File: src/rtl/dac_in_pkg.sv
package dac_in_pkg;
  typedef enum logic [1:0] {
    OP_LOAD_LO = 2'b00,
    OP_LOAD_HI = 2'b01,
    OP_XFER    = 2'b10,
    OP_DIRECT  = 2'b11
  } op_e;
endpackage

File: src/rtl/strobe_sync.sv
module strobe_sync #(
  parameter int STAGES = 2
) (
  input  logic clk_i,
  input  logic rst_ni,
  input  logic strobe_ni,
  output logic commit_o
);
  logic [STAGES-1:0] sync_q;
  logic              prev_q;

  always_ff @(posedge clk_i or negedge rst_ni) begin
    if (!rst_ni) begin
      sync_q <= '1;
      prev_q <= 1'b1;
    end else begin
      sync_q <= {sync_q[STAGES-2:0], strobe_ni};
      prev_q <= sync_q[STAGES-1];
    end
  end

  assign commit_o = sync_q[STAGES-1] & ~prev_q;

  AST_SINGLE_COMMIT: assert property (@(posedge clk_i) disable iff (!rst_ni)
    commit_o |=> !commit_o);
endmodule

File: src/rtl/dac_buffers.sv
module dac_buffers
  import dac_in_pkg::*;
#(
  parameter int DATA_W = 14,
  parameter int LO_W   = 8
) (
  input  logic              clk_i,
  input  logic              rst_ni,
  input  logic              capture_i,
  input  logic [1:0]        addr_i,
  input  logic [DATA_W-1:0] data_i,
  input  logic              commit_i,
  output logic [DATA_W-1:0] dac_o
);
  localparam int HI_W = DATA_W - LO_W;

  op_e               cap_op_q;
  logic [DATA_W-1:0] cap_data_q;
  logic [LO_W-1:0]   lo_q;
  logic [HI_W-1:0]   hi_q;
  logic [DATA_W-1:0] dac_q;

  // track bus while qualifier is low; last value wins
  always_ff @(posedge clk_i or negedge rst_ni) begin
    if (!rst_ni) begin
      cap_op_q   <= OP_LOAD_LO;
      cap_data_q <= '0;
    end else if (capture_i) begin
      cap_op_q   <= op_e'(addr_i);
      cap_data_q <= data_i;
    end
  end

  always_ff @(posedge clk_i or negedge rst_ni) begin
    if (!rst_ni) begin
      lo_q  <= '0;
      hi_q  <= '0;
      dac_q <= '0;
    end else if (commit_i) begin
      unique case (cap_op_q)
        OP_LOAD_LO: lo_q <= cap_data_q[LO_W-1:0];
        OP_LOAD_HI: hi_q <= cap_data_q[DATA_W-1:LO_W];
        OP_XFER:    dac_q <= {hi_q, lo_q};
        OP_DIRECT: begin
          dac_q <= cap_data_q;
          lo_q  <= cap_data_q[LO_W-1:0];
          hi_q  <= cap_data_q[DATA_W-1:LO_W];
        end
        default: ;
      endcase
    end
  end

  assign dac_o = dac_q;

  AST_LO_NO_OUT: assert property (@(posedge clk_i) disable iff (!rst_ni)
    commit_i && cap_op_q == OP_LOAD_LO |=> $stable(dac_q));
  AST_HI_NO_OUT: assert property (@(posedge clk_i) disable iff (!rst_ni)
    commit_i && cap_op_q == OP_LOAD_HI |=> $stable(dac_q));
  AST_XFER_PAIR: assert property (@(posedge clk_i) disable iff (!rst_ni)
    commit_i && cap_op_q == OP_XFER |=> dac_q == {$past(hi_q), $past(lo_q)});
  AST_DIRECT_THRU: assert property (@(posedge clk_i) disable iff (!rst_ni)
    commit_i && cap_op_q == OP_DIRECT |=> dac_q == {hi_q, lo_q});
endmodule

File: src/rtl/code_format.sv
module code_format #(
  parameter int DATA_W  = 14,
  parameter bit BIPOLAR = 1'b0
) (
  input  logic [DATA_W-1:0] dac_i,
  output logic [DATA_W-1:0] code_o
);
  generate
    if (BIPOLAR) begin : g_bipolar
      assign code_o = {~dac_i[DATA_W-1], dac_i[DATA_W-2:0]};
    end else begin : g_unipolar
      assign code_o = dac_i;
    end
  endgenerate
endmodule

File: src/rtl/dac_input_regs.sv
module dac_input_regs #(
  parameter int DATA_W      = 14,
  parameter int LO_W        = 8,
  parameter int SYNC_STAGES = 2,
  parameter bit BIPOLAR     = 1'b0
) (
  input  logic              clk_i,
  input  logic              rst_ni,
  input  logic              cs_ni,
  input  logic              wr_ni,
  input  logic [1:0]        addr_i,
  input  logic [DATA_W-1:0] data_i,
  output logic [DATA_W-1:0] code_o
);
  logic              qual_n;
  logic              commit;
  logic [DATA_W-1:0] dac_q;

  assign qual_n = cs_ni | wr_ni;

  strobe_sync #(.STAGES(SYNC_STAGES)) i_strobe_sync (
    .clk_i    (clk_i),
    .rst_ni   (rst_ni),
    .strobe_ni(qual_n),
    .commit_o (commit)
  );

  dac_buffers #(.DATA_W(DATA_W), .LO_W(LO_W)) i_dac_buffers (
    .clk_i    (clk_i),
    .rst_ni   (rst_ni),
    .capture_i(~qual_n),
    .addr_i   (addr_i),
    .data_i   (data_i),
    .commit_i (commit),
    .dac_o    (dac_q)
  );

  code_format #(.DATA_W(DATA_W), .BIPOLAR(BIPOLAR)) i_code_format (
    .dac_i (dac_q),
    .code_o(code_o)
  );

  AST_OUT_ON_COMMIT: assert property (@(posedge clk_i) disable iff (!rst_ni)
    !commit |=> $stable(code_o));
  AST_MSB_POLARITY: assert property (@(posedge clk_i) disable iff (!rst_ni)
    code_o[DATA_W-1] == (dac_q[DATA_W-1] ^ BIPOLAR));
  AST_LOW_BITS: assert property (@(posedge clk_i) disable iff (!rst_ni)
    code_o[DATA_W-2:0] == dac_q[DATA_W-2:0]);
endmodule

File: config.mk
export PLATFORM = sky130hd
export DESIGN_NAME = dac_input_regs
export DESIGN_NICKNAME = d
export VERILOG_FILES = /design/src/rtl/dac_in_pkg.sv /design/src/rtl/strobe_sync.sv /design/src/rtl/dac_buffers.sv /design/src/rtl/code_format.sv /design/src/rtl/dac_input_regs.sv
export SDC_FILE = /design/constraint.sdc
export NUM_CORES = 1
export LEC_CHECK = 0
export ABC_AREA = 1
export CAP_MARGIN = 20
export CORE_ASPECT_RATIO = 1.2
export CORE_UTILIZATION = 38
export DETAILED_ROUTE_END_ITERATION = 6
export DONT_BUFFER_PORTS = 1
export PLACE_DENSITY_LB_ADDON = 0.1
export SETUP_SLACK_MARGIN = 0.1
export SYNTH_ARGS = -nofsm -noshare
export SYNTH_HDL_FRONTEND = slang
export SYNTH_SLANG_ARGS = --single-unit
File: constraint.sdc
create_clock -name clk_i -period 1.35 [get_ports clk_i]
set_input_delay 0.135 -clock clk_i [delete_from_list [all_inputs] [get_ports clk_i]]
set_output_delay 0.135 -clock clk_i [all_outputs]
set_load 0.01 [all_outputs]
Word level (Yosys, flattened, before mapping)
Index checks and enable logic that the tools add are counted.
{"block": "word_totals", "ff_bits": 47, "input_bits": 20, "word_cells": 21}
{"block": "op_classes", "n_eq_ne": 3, "muxes": 1, "bitwise_logic": 3, "n_reduce_logical": 7}
{"cell": "case mux 14 bit (2 select lines)", "count": 1}
{"cell": "AND reduction 2 bit", "count": 3}
{"cell": "== test 2 bit, second input constant", "count": 2}
{"cell": "OR reduction 2 bit", "count": 2}
{"cell": "== test 2 x 1 -> 1 bit, second input constant", "count": 1}
{"cell": "logical NOT 2 bit", "count": 1}
{"cell": "nonzero test 2 bit", "count": 1}
{"cell": "bitwise AND 1 bit", "count": 1}
{"cell": "inverter 1 bit", "count": 1}
{"cell": "OR 1 bit", "count": 1}

Longest topological paths before layout
Gate-level depths: netlist (run 1).
{"block": "depth", "word_depth": 3, "ltp_mapped": 8, "mapped_depth_nobuf": 7}

Modules after synthesis
A second synthesis (run 1) with hierarchy kept.
{"block": "unflattened", "cells_unflattened": 256, "area_unflattened_um2": 2168.3}
{"mod": "dac_buffers", "n_inst": 1, "cells_each": 233, "area_each_um2": 1959.4, "seq_area_each_um2": 1101.1}
{"mod": "code_format", "n_inst": 1, "cells_each": 14, "area_each_um2": 105.1, "seq_area_each_um2": 0.0}
{"mod": "strobe_sync", "n_inst": 1, "cells_each": 5, "area_each_um2": 88.8, "seq_area_each_um2": 78.8}
{"mod": "dac_input_regs", "n_inst": 1, "cells_each": 4, "area_each_um2": 15.0, "seq_area_each_um2": 0.0}

Worst setup path after synthesis (run 1)
No wires, ideal clock.
{"block": "synth_timing", "path_kind": "register to register", "start": "register i_dac_buffers.cap_op_q[0]", "end": "register i_dac_buffers.dac_q[10], in the netlist i_dac_buffers.dac_o[10]", "setup_time_ns": 0.116, "t_arrival_ns": 1.112, "t_required_ns": 1.234, "path_slack_ns": 0.121, "path_stages_with_launch": 8, "n_path_buf": 1, "period_less_slack_ns": 1.229, "cell_sequence": "dfrtp_1 -> inv_1 -> ha_1 -> nor2_1 -> nor2_4 -> buf_4 -> nand2_1 -> nand2_1"}
{"block": "synth_via", "elab_chain_len": 3, "elab_cells_between_ends": 5, "cone_classes": "eq/ne (2); mux (1); reduce/logical (2)"}
{"element": "start: declaration", "line_no": "dac_buffers.sv:17", "source": "op_e cap_op_q;"}
{"element": "start signal: assignment", "line_no": "dac_buffers.sv:29", "source": "cap_op_q <= op_e'(addr_i);"}
{"element": "== test 2 bit", "line_no": "dac_buffers.sv:40", "source": "unique case (cap_op_q)"}
{"element": "nonzero test 2 bit (no line)"}
{"element": "AND reduction 2 bit (no line)"}
{"element": "end signal: assignment", "line_no": "dac_buffers.sv:43", "source": "OP_XFER: dac_q <= {hi_q, lo_q};"}
{"element": "end signal: assignment", "line_no": "dac_buffers.sv:45", "source": "dac_q <= cap_data_q;"}
{"element": "end: declaration", "line_no": "dac_buffers.sv:21", "source": "logic [DATA_W-1:0] dac_q;"}
Several ways; a longest one is shown, not always the timed one.
A chain may end at the register's enable or synchronous reset.

Final worst setup path (run 1)
{"block": "layout_timing", "start": "register i_dac_buffers.cap_op_q[0]", "end": "register i_dac_buffers.dac_q[6], in the netlist i_dac_buffers.dac_o[6]"}
The elaborated chain is that of the path after synthesis.

==> results of run 1 <==
layer usage:
metal / track usage / vias up / routed length, microns
li1: - / 806 / -
met1: 0.2258 / 699 / 1991
met2: 0.2902 / 31 / 2036
met3: 0.03297 / 4 / 173
met4: 0.06122 / 0 / 50
met5: 0 / - / 0
area by class of cell:
| class | count | area [sq um] | area share |
|---|---|---|---|
| clock buffer | 5 | 68.82 | 0.02788 |
| timing repair buffer | 27 | 281.5 | 0.1140 |
| multi-input combinational | 187 | 809.5 | 0.3279 |
| inverter | 10 | 37.54 | 0.01521 |
| clock inverter | 3 | 15.01 | 0.006082 |
| sequential | 47 | 1181 | 0.4785 |
| tap | 60 | 75.07 | 0.03041 |
power breakdown:
group | leakage (nW) | internal (W) | total (W) | switching [W]
Sequential | 0.597 | 0.00174 | 0.00202 | 0.000281
Clock | 0.0477 | 0.000355 | 0.000824 | 0.000468
Combinational | 0.712 | 0.000307 | 0.000695 | 0.000388
cell families after synthesis:
| family | share of synthesized area |
|---|---|
| AO/OA/AOI/OAI | 0.004923 |
| adder cells (fa/ha/maj) | 0.02462 |
| buffers and inverters | 0.03877 |
| flip-flops | 0.5803 |
| AND/OR/NAND/NOR | 0.3514 |
sequential cells by signal, indices dropped and copies added, names as in the netlist:
register / cells
i_dac_buffers.cap_data_q: 14
i_dac_buffers.dac_o: 14
i_dac_buffers.lo_q: 8
i_dac_buffers.hi_q: 6
i_dac_buffers.cap_op_q: 2
i_strobe_sync.sync_q: 2
i_strobe_sync.prev_q: 1
synthesized netlist by cell type, drive strengths merged:
cell | n | area (sq um)
buf | 6 | 41.28
dfrtp | 44 | 1101
dfstp | 3 | 78.83
ha | 4 | 50.05
inv | 10 | 37.54
nand2 | 170 | 640.6
nand3 | 6 | 30.03
nor2 | 5 | 43.79
o21ai | 2 | 10.01
what timing repair did:
action                                  in CTS  in global routing
endpoints found under the setup margin      22                 28
gates resized for setup                      5                  7
pin swaps                                    4                  6
hold buffers                                16                  2
endpoints found under the hold margin       63                 47
setup buffers                                0                  1
gates cloned                                 0                  0
worst max path at each step:
stage	end	from	depth (start not counted)	slack (ns)
after floorplan	i_dac_buffers.dac_o[10]	i_dac_buffers.cap_op_q[0]	7	0.12
after global placement	i_dac_buffers.lo_q[5]	i_dac_buffers.cap_op_q[0]	6	0.04
final	i_dac_buffers.dac_o[6]	i_dac_buffers.cap_op_q[0]	6	0.10
after CTS	i_dac_buffers.lo_q[5]	i_dac_buffers.cap_op_q[0]	6	0.08
after global routing	i_dac_buffers.lo_q[5]	i_dac_buffers.cap_op_q[0]	6	0.03
after detailed placement	i_dac_buffers.lo_q[5]	i_dac_buffers.cap_op_q[0]	6	0.009
per-stage QoR:
stage                       util  cells  hold WS (ns)  area (sq um)
after floorplan                -    250       -0.1606          2033
after global placement    0.4241    312       -0.1594          2140
after detailed placement  0.4241    312       -0.1594          2140
after CTS                 0.4762    336       -0.4908          2402
after global routing      0.4893    339       0.01609          2469
final                     0.4893    339       0.01561          2469
tightest hold or removal path, stage by stage:
cell	delay (ns)
nor2_4	0.05
nand2_1	0.06
nand2_1	0.04
==> impl_metrics.ini, run 1 <==
[flow_run]
cap_violations = 0

[setup_path]
arrival_ns = 1.45
timing.rr.end = i_dac_buffers.dac_o[6]
cp_top_family = flip-flops
required_ns = 1.55
critPathCaptureType = register
cp_common_cell = nand2_1
rr_startpoint = i_dac_buffers.cap_op_q[0]
critPathLaunchType = register
crit_buf_inv = 1
r2r_slack_ns = 0.10
worstSetupPathType = register to register
reg2reg_depth = 6
slowest_stage = dfrtp_1
cp_cell_sequence = ha_1 > nor2_2 > nor2_4 > buf_12 > nand2_1 > nand2_1
critPathMaxStageDelay_ns = 0.44
path_max_fanout = 14

[synth]
yosys_register_bits = 47
synth_fp_nets = 274
synth.yosys.warnings = 0
netlist_area_sq_um = 2033
postSynthCellCount = 250
yosysSeqAreaShare = 0.5803
syn_avg_cell_area_sq_um = 8.133
yosysUniqueCellTypes = 15

[drt]
drtIter0Drc = 96
via_per_inst = 4.543
first_pass_iters = 4
postRouteWirelength_microns = 4251
antenna_left = 0
vias = 1540
drcViolationCount = 0
wire_per_inst_microns = 12.54

[global_route]
grt_max_degree = 48
antenna_found_initial = 0
grt_remaining_overflow = 0
grt_use_total = 0.1749
grt_pass1_wl_microns = 7134
grt_pass1_vias = 1495

[clock_network]
clkTransAtPathRegs_ns = 0.09
root_buffer = clkbuf_8
clock-sinks = 47
cts_buffer_depth = 2
cts_inserted_buffers = 5
cts_tree = built
h-tree-depth = 2
insertion_delay_ns = 0.30

[sta]
rsz0062_at_grt = true
fmax_mhz = 800.8
fin_crit_sh = 0.9249
final.setup.worst_slack_ns = 0.1013
final.setup_skew_ns = 0.009552
slew-limit-headroom = 0.8047
slew_viol_final = 0
setup_violations = 0
finalHoldViolCount = 0
tns_ns = 0
max_slew.worst_pin.slew_ns = 0.2922
fin_crit_ns = 1.249

[die]
row_count = 28
fp.dieW_microns = 68.78
pin_count = 34
die_y_microns = 82.13
coreArea_sq_um = 5045
initial_core_util = 0.4030
die_area_sq_um = 5648

[final_layout]
layout_commonest_cell = nand2_1
final_cell_mix = nand2_1, dfrtp_1, dlygate4sd3_1
drive_gt1_frac = 0.1326
area.growth.synth_to_final_pct = 21.42
antennaDiodeCount = 0
nNetsFinal = 302
fillers = 496

[min_path]
hold_path_startpoint = cs_ni
min_path_cells = 3
hp-class = primary input to register
hold_end = i_dac_buffers.cap_data_q[0]

[placement]
numPortBuffers = 0
finalWeightedCongestion = 0.7603
dp_hpwl_microns = 2799
dp_slack_ns = 0.008857

[outcome]
status = finished, final reports clean

[power_and_ir_drop]
power.leakage_nw = 1.357
ir_drop_v = 0.0006461
p_total_w = 0.003541
p_per_area_nw_per_um2 = 1434
Note: power is estimated with default switching activity, not from simulation.
==> run 2, diff against run 1 <==
--- a/config.mk
+++ b/config.mk
@@ -13,6 +13,7 @@
 export DONT_BUFFER_PORTS = 1
 export PLACE_DENSITY_LB_ADDON = 0.1
 export SETUP_SLACK_MARGIN = 0.1
+export SLEW_MARGIN = 20
 export SYNTH_ARGS = -nofsm -noshare
 export SYNTH_HDL_FRONTEND = slang
 export SYNTH_SLANG_ARGS = --single-unit
==> results of run 2 <==
The final DEF is identical to that of run 1; final timing and power are the same.
==> run 3, diff against run 2 <==
--- a/config.mk
+++ b/config.mk
@@ -11,6 +11,7 @@
 export CORE_UTILIZATION = 38
 export DETAILED_ROUTE_END_ITERATION = 6
 export DONT_BUFFER_PORTS = 1
+export MAX_ROUTING_LAYER = met4
 export PLACE_DENSITY_LB_ADDON = 0.1
 export SETUP_SLACK_MARGIN = 0.1
 export SLEW_MARGIN = 20
==> run 3 against run 2 <==
  * Worst hold slack about the same
  * Critical path depth unchanged
  * Final cell count unchanged
  * First-iteration DRC count down 17%
  * Setup slack worse by 0.0016 ns
  * Cell area unchanged
  * Largest power group unchanged
  * Highest routed layer unchanged
==> impl_metrics.ini, run 3 (synthesized netlist as in run 1, its figures left out) <==
[outcome]
status = finished, final reports clean

[clock_network]
clock-sinks = 47
h-tree-depth = 2
root_buffer = clkbuf_8
cts_buffer_depth = 2
insertion_delay_ns = 0.30
cts_inserted_buffers = 5
clkTransAtPathRegs_ns = 0.09
cts_tree = built

[sta]
fmax_mhz = 799.8
max_slew.worst_pin.slew_ns = 0.2923
setup_violations = 0
final.setup_skew_ns = 0.007665
fin_crit_ns = 1.250
tns_ns = 0
slew_viol_final = 0
slew-limit-headroom = 0.8047
fin_crit_sh = 0.9261
rsz0062_at_grt = true
finalHoldViolCount = 0

[global_route]
grt_max_degree = 48
antenna_found_initial = 0
grt_pass1_wl_microns = 7127
grt_pass1_vias = 1497
grt_remaining_overflow = 0
grt_use_total = 0.1799

[setup_path]
reg2reg_depth = 6
r2r_slack_ns = 0.1
required_ns = 1.55
critPathLaunchType = register
arrival_ns = 1.45
cp_cell_sequence = ha_1 > nor2_2 > nor2_4 > buf_12 > nand2_1 > nand2_1
cp_top_family = flip-flops
slowest_stage = dfrtp_1
path_max_fanout = 14
cp_common_cell = nand2_1
crit_buf_inv = 1
worstSetupPathType = register to register
critPathCaptureType = register
critPathMaxStageDelay_ns = 0.44
rr_startpoint = i_dac_buffers.cap_op_q[0]
timing.rr.end = i_dac_buffers.dac_o[6]

[die]
fp.dieW_microns = 68.78
coreArea_sq_um = 5045
die_area_sq_um = 5648
initial_core_util = 0.4030
pin_count = 34
die_y_microns = 82.13
row_count = 28

[drt]
vias = 1539
first_pass_iters = 4
via_per_inst = 4.540
drcViolationCount = 0
drtIter0Drc = 80
wire_per_inst_microns = 12.61
antenna_left = 0
postRouteWirelength_microns = 4275

[final_layout]
final_cell_mix = nand2_1, dfrtp_1, dlygate4sd3_1
antennaDiodeCount = 0
layout_commonest_cell = nand2_1
fillers = 496
fin_area_sq_um = 2469
area.growth.synth_to_final_pct = 21.42
nNetsFinal = 302
drive_gt1_frac = 0.1326
finalNonFillerCells = 339

[min_path]
hold_end = i_dac_buffers.cap_data_q[0]
min_path_cells = 3
hp-class = primary input to register
hold_path_startpoint = cs_ni

[placement]
numPortBuffers = 0
place_area_sq_um = 2140
dp_hpwl_microns = 2799
finalWeightedCongestion = 0.7702
dpl.cell_count = 312

[power_and_ir_drop]
comb_power_share = 0.196
p_int_w = 0.002404
p_clk_frac = 0.232
sequentialPowerShare = 0.571
power.leakage_nw = 1.357
ir_drop_v = 0.0006483
swShare = 0.3209
p_per_area_nw_per_um2 = 1434
p_switching_w = 0.001136

[flow_run]
cap_violations = 0
==> run 3: cell counts in the layout (fill, tap and decap cells not counted) <==
Identical to the previous run, type by type.
==> run 3: worst max path at each step <==
stage / endpoint / from / cells after the start / slack [ns]
3_3_place_gp: i_dac_buffers.lo_q[5] / i_dac_buffers.cap_op_q[0] / 6 / 0.04
6_report: i_dac_buffers.dac_o[6] / i_dac_buffers.cap_op_q[0] / 6 / 0.1
4_1_cts: i_dac_buffers.lo_q[5] / i_dac_buffers.cap_op_q[0] / 6 / 0.08
2_1_floorplan: i_dac_buffers.dac_o[10] / i_dac_buffers.cap_op_q[0] / 7 / 0.12
3_5_place_dp: i_dac_buffers.lo_q[5] / i_dac_buffers.cap_op_q[0] / 6 / 0.009
5_1_grt: i_dac_buffers.lo_q[5] / i_dac_buffers.cap_op_q[0] / 6 / 0.03
==> run 3: repair_timing <==
action	CTS	global route
hold endpoints to repair	63	47
setup endpoints to repair	22	28
pin swaps	4	6
resized for setup	5	7
hold buffers	16	2
buffers inserted	0	1
==> run 3: per-layer routing <==
metal	vias to the layer above	GRT usage	share of wire
met5	-	-	0
met4	0	0.06122	0.010
met3	4	0.03297	0.044
met2	33	0.2902	0.48
met1	696	0.2258	0.46
li1	806	-	-
==> run 3: through the flow <==
stage / total power (W) / setup slack (ns) / utilization / hold WS [ns]
floorplan: 0.002463 / 0.1213 / - / -0.1606
global placement: 0.002630 / 0.03992 / 0.4241 / -0.1594
detailed placement: 0.002645 / 0.008857 / 0.4241 / -0.1594
CTS: 0.003535 / 0.08415 / 0.4762 / -0.4908
global route: 0.003817 / 0.02816 / 0.4893 / 0.01610
finish: 0.003539 / 0.09972 / 0.4893 / 0.01563
==> run 3: worst min-delay path, cell delays in order <==
cell and delay [ns]:
nor2_4 0.05, nand2_1 0.06, nand2_1 0.04
==> run 3: area by class of cell <==
| type | count | area (sq um) | area share |
|---|---|---|---|
| Multi-Input combinational cell | 187 | 809.5 | 0.3279 |
| Clock buffer | 5 | 68.82 | 0.02788 |
| Clock inverter | 3 | 15.01 | 0.006082 |
| Timing Repair Buffer | 27 | 281.5 | 0.1140 |
| Inverter | 10 | 37.54 | 0.01521 |
| Tap cell | 60 | 75.07 | 0.03041 |
| Sequential cell | 47 | 1181 | 0.4785 |
==> run 3: power groups by stage <==
stage / sequential [W] / combinational (W) / clock (W)
final: 0.00202 / 0.000695 / 0.000822
after global routing: 0.00208 / 0.000819 / 0.000921
after CTS: 0.00203 / 0.000650 / 0.000860
after detailed placement: 0.00205 / 0.000594 / 0
after global placement: 0.00204 / 0.000588 / 0
after floorplan: 0.00199 / 0.000473 / 0
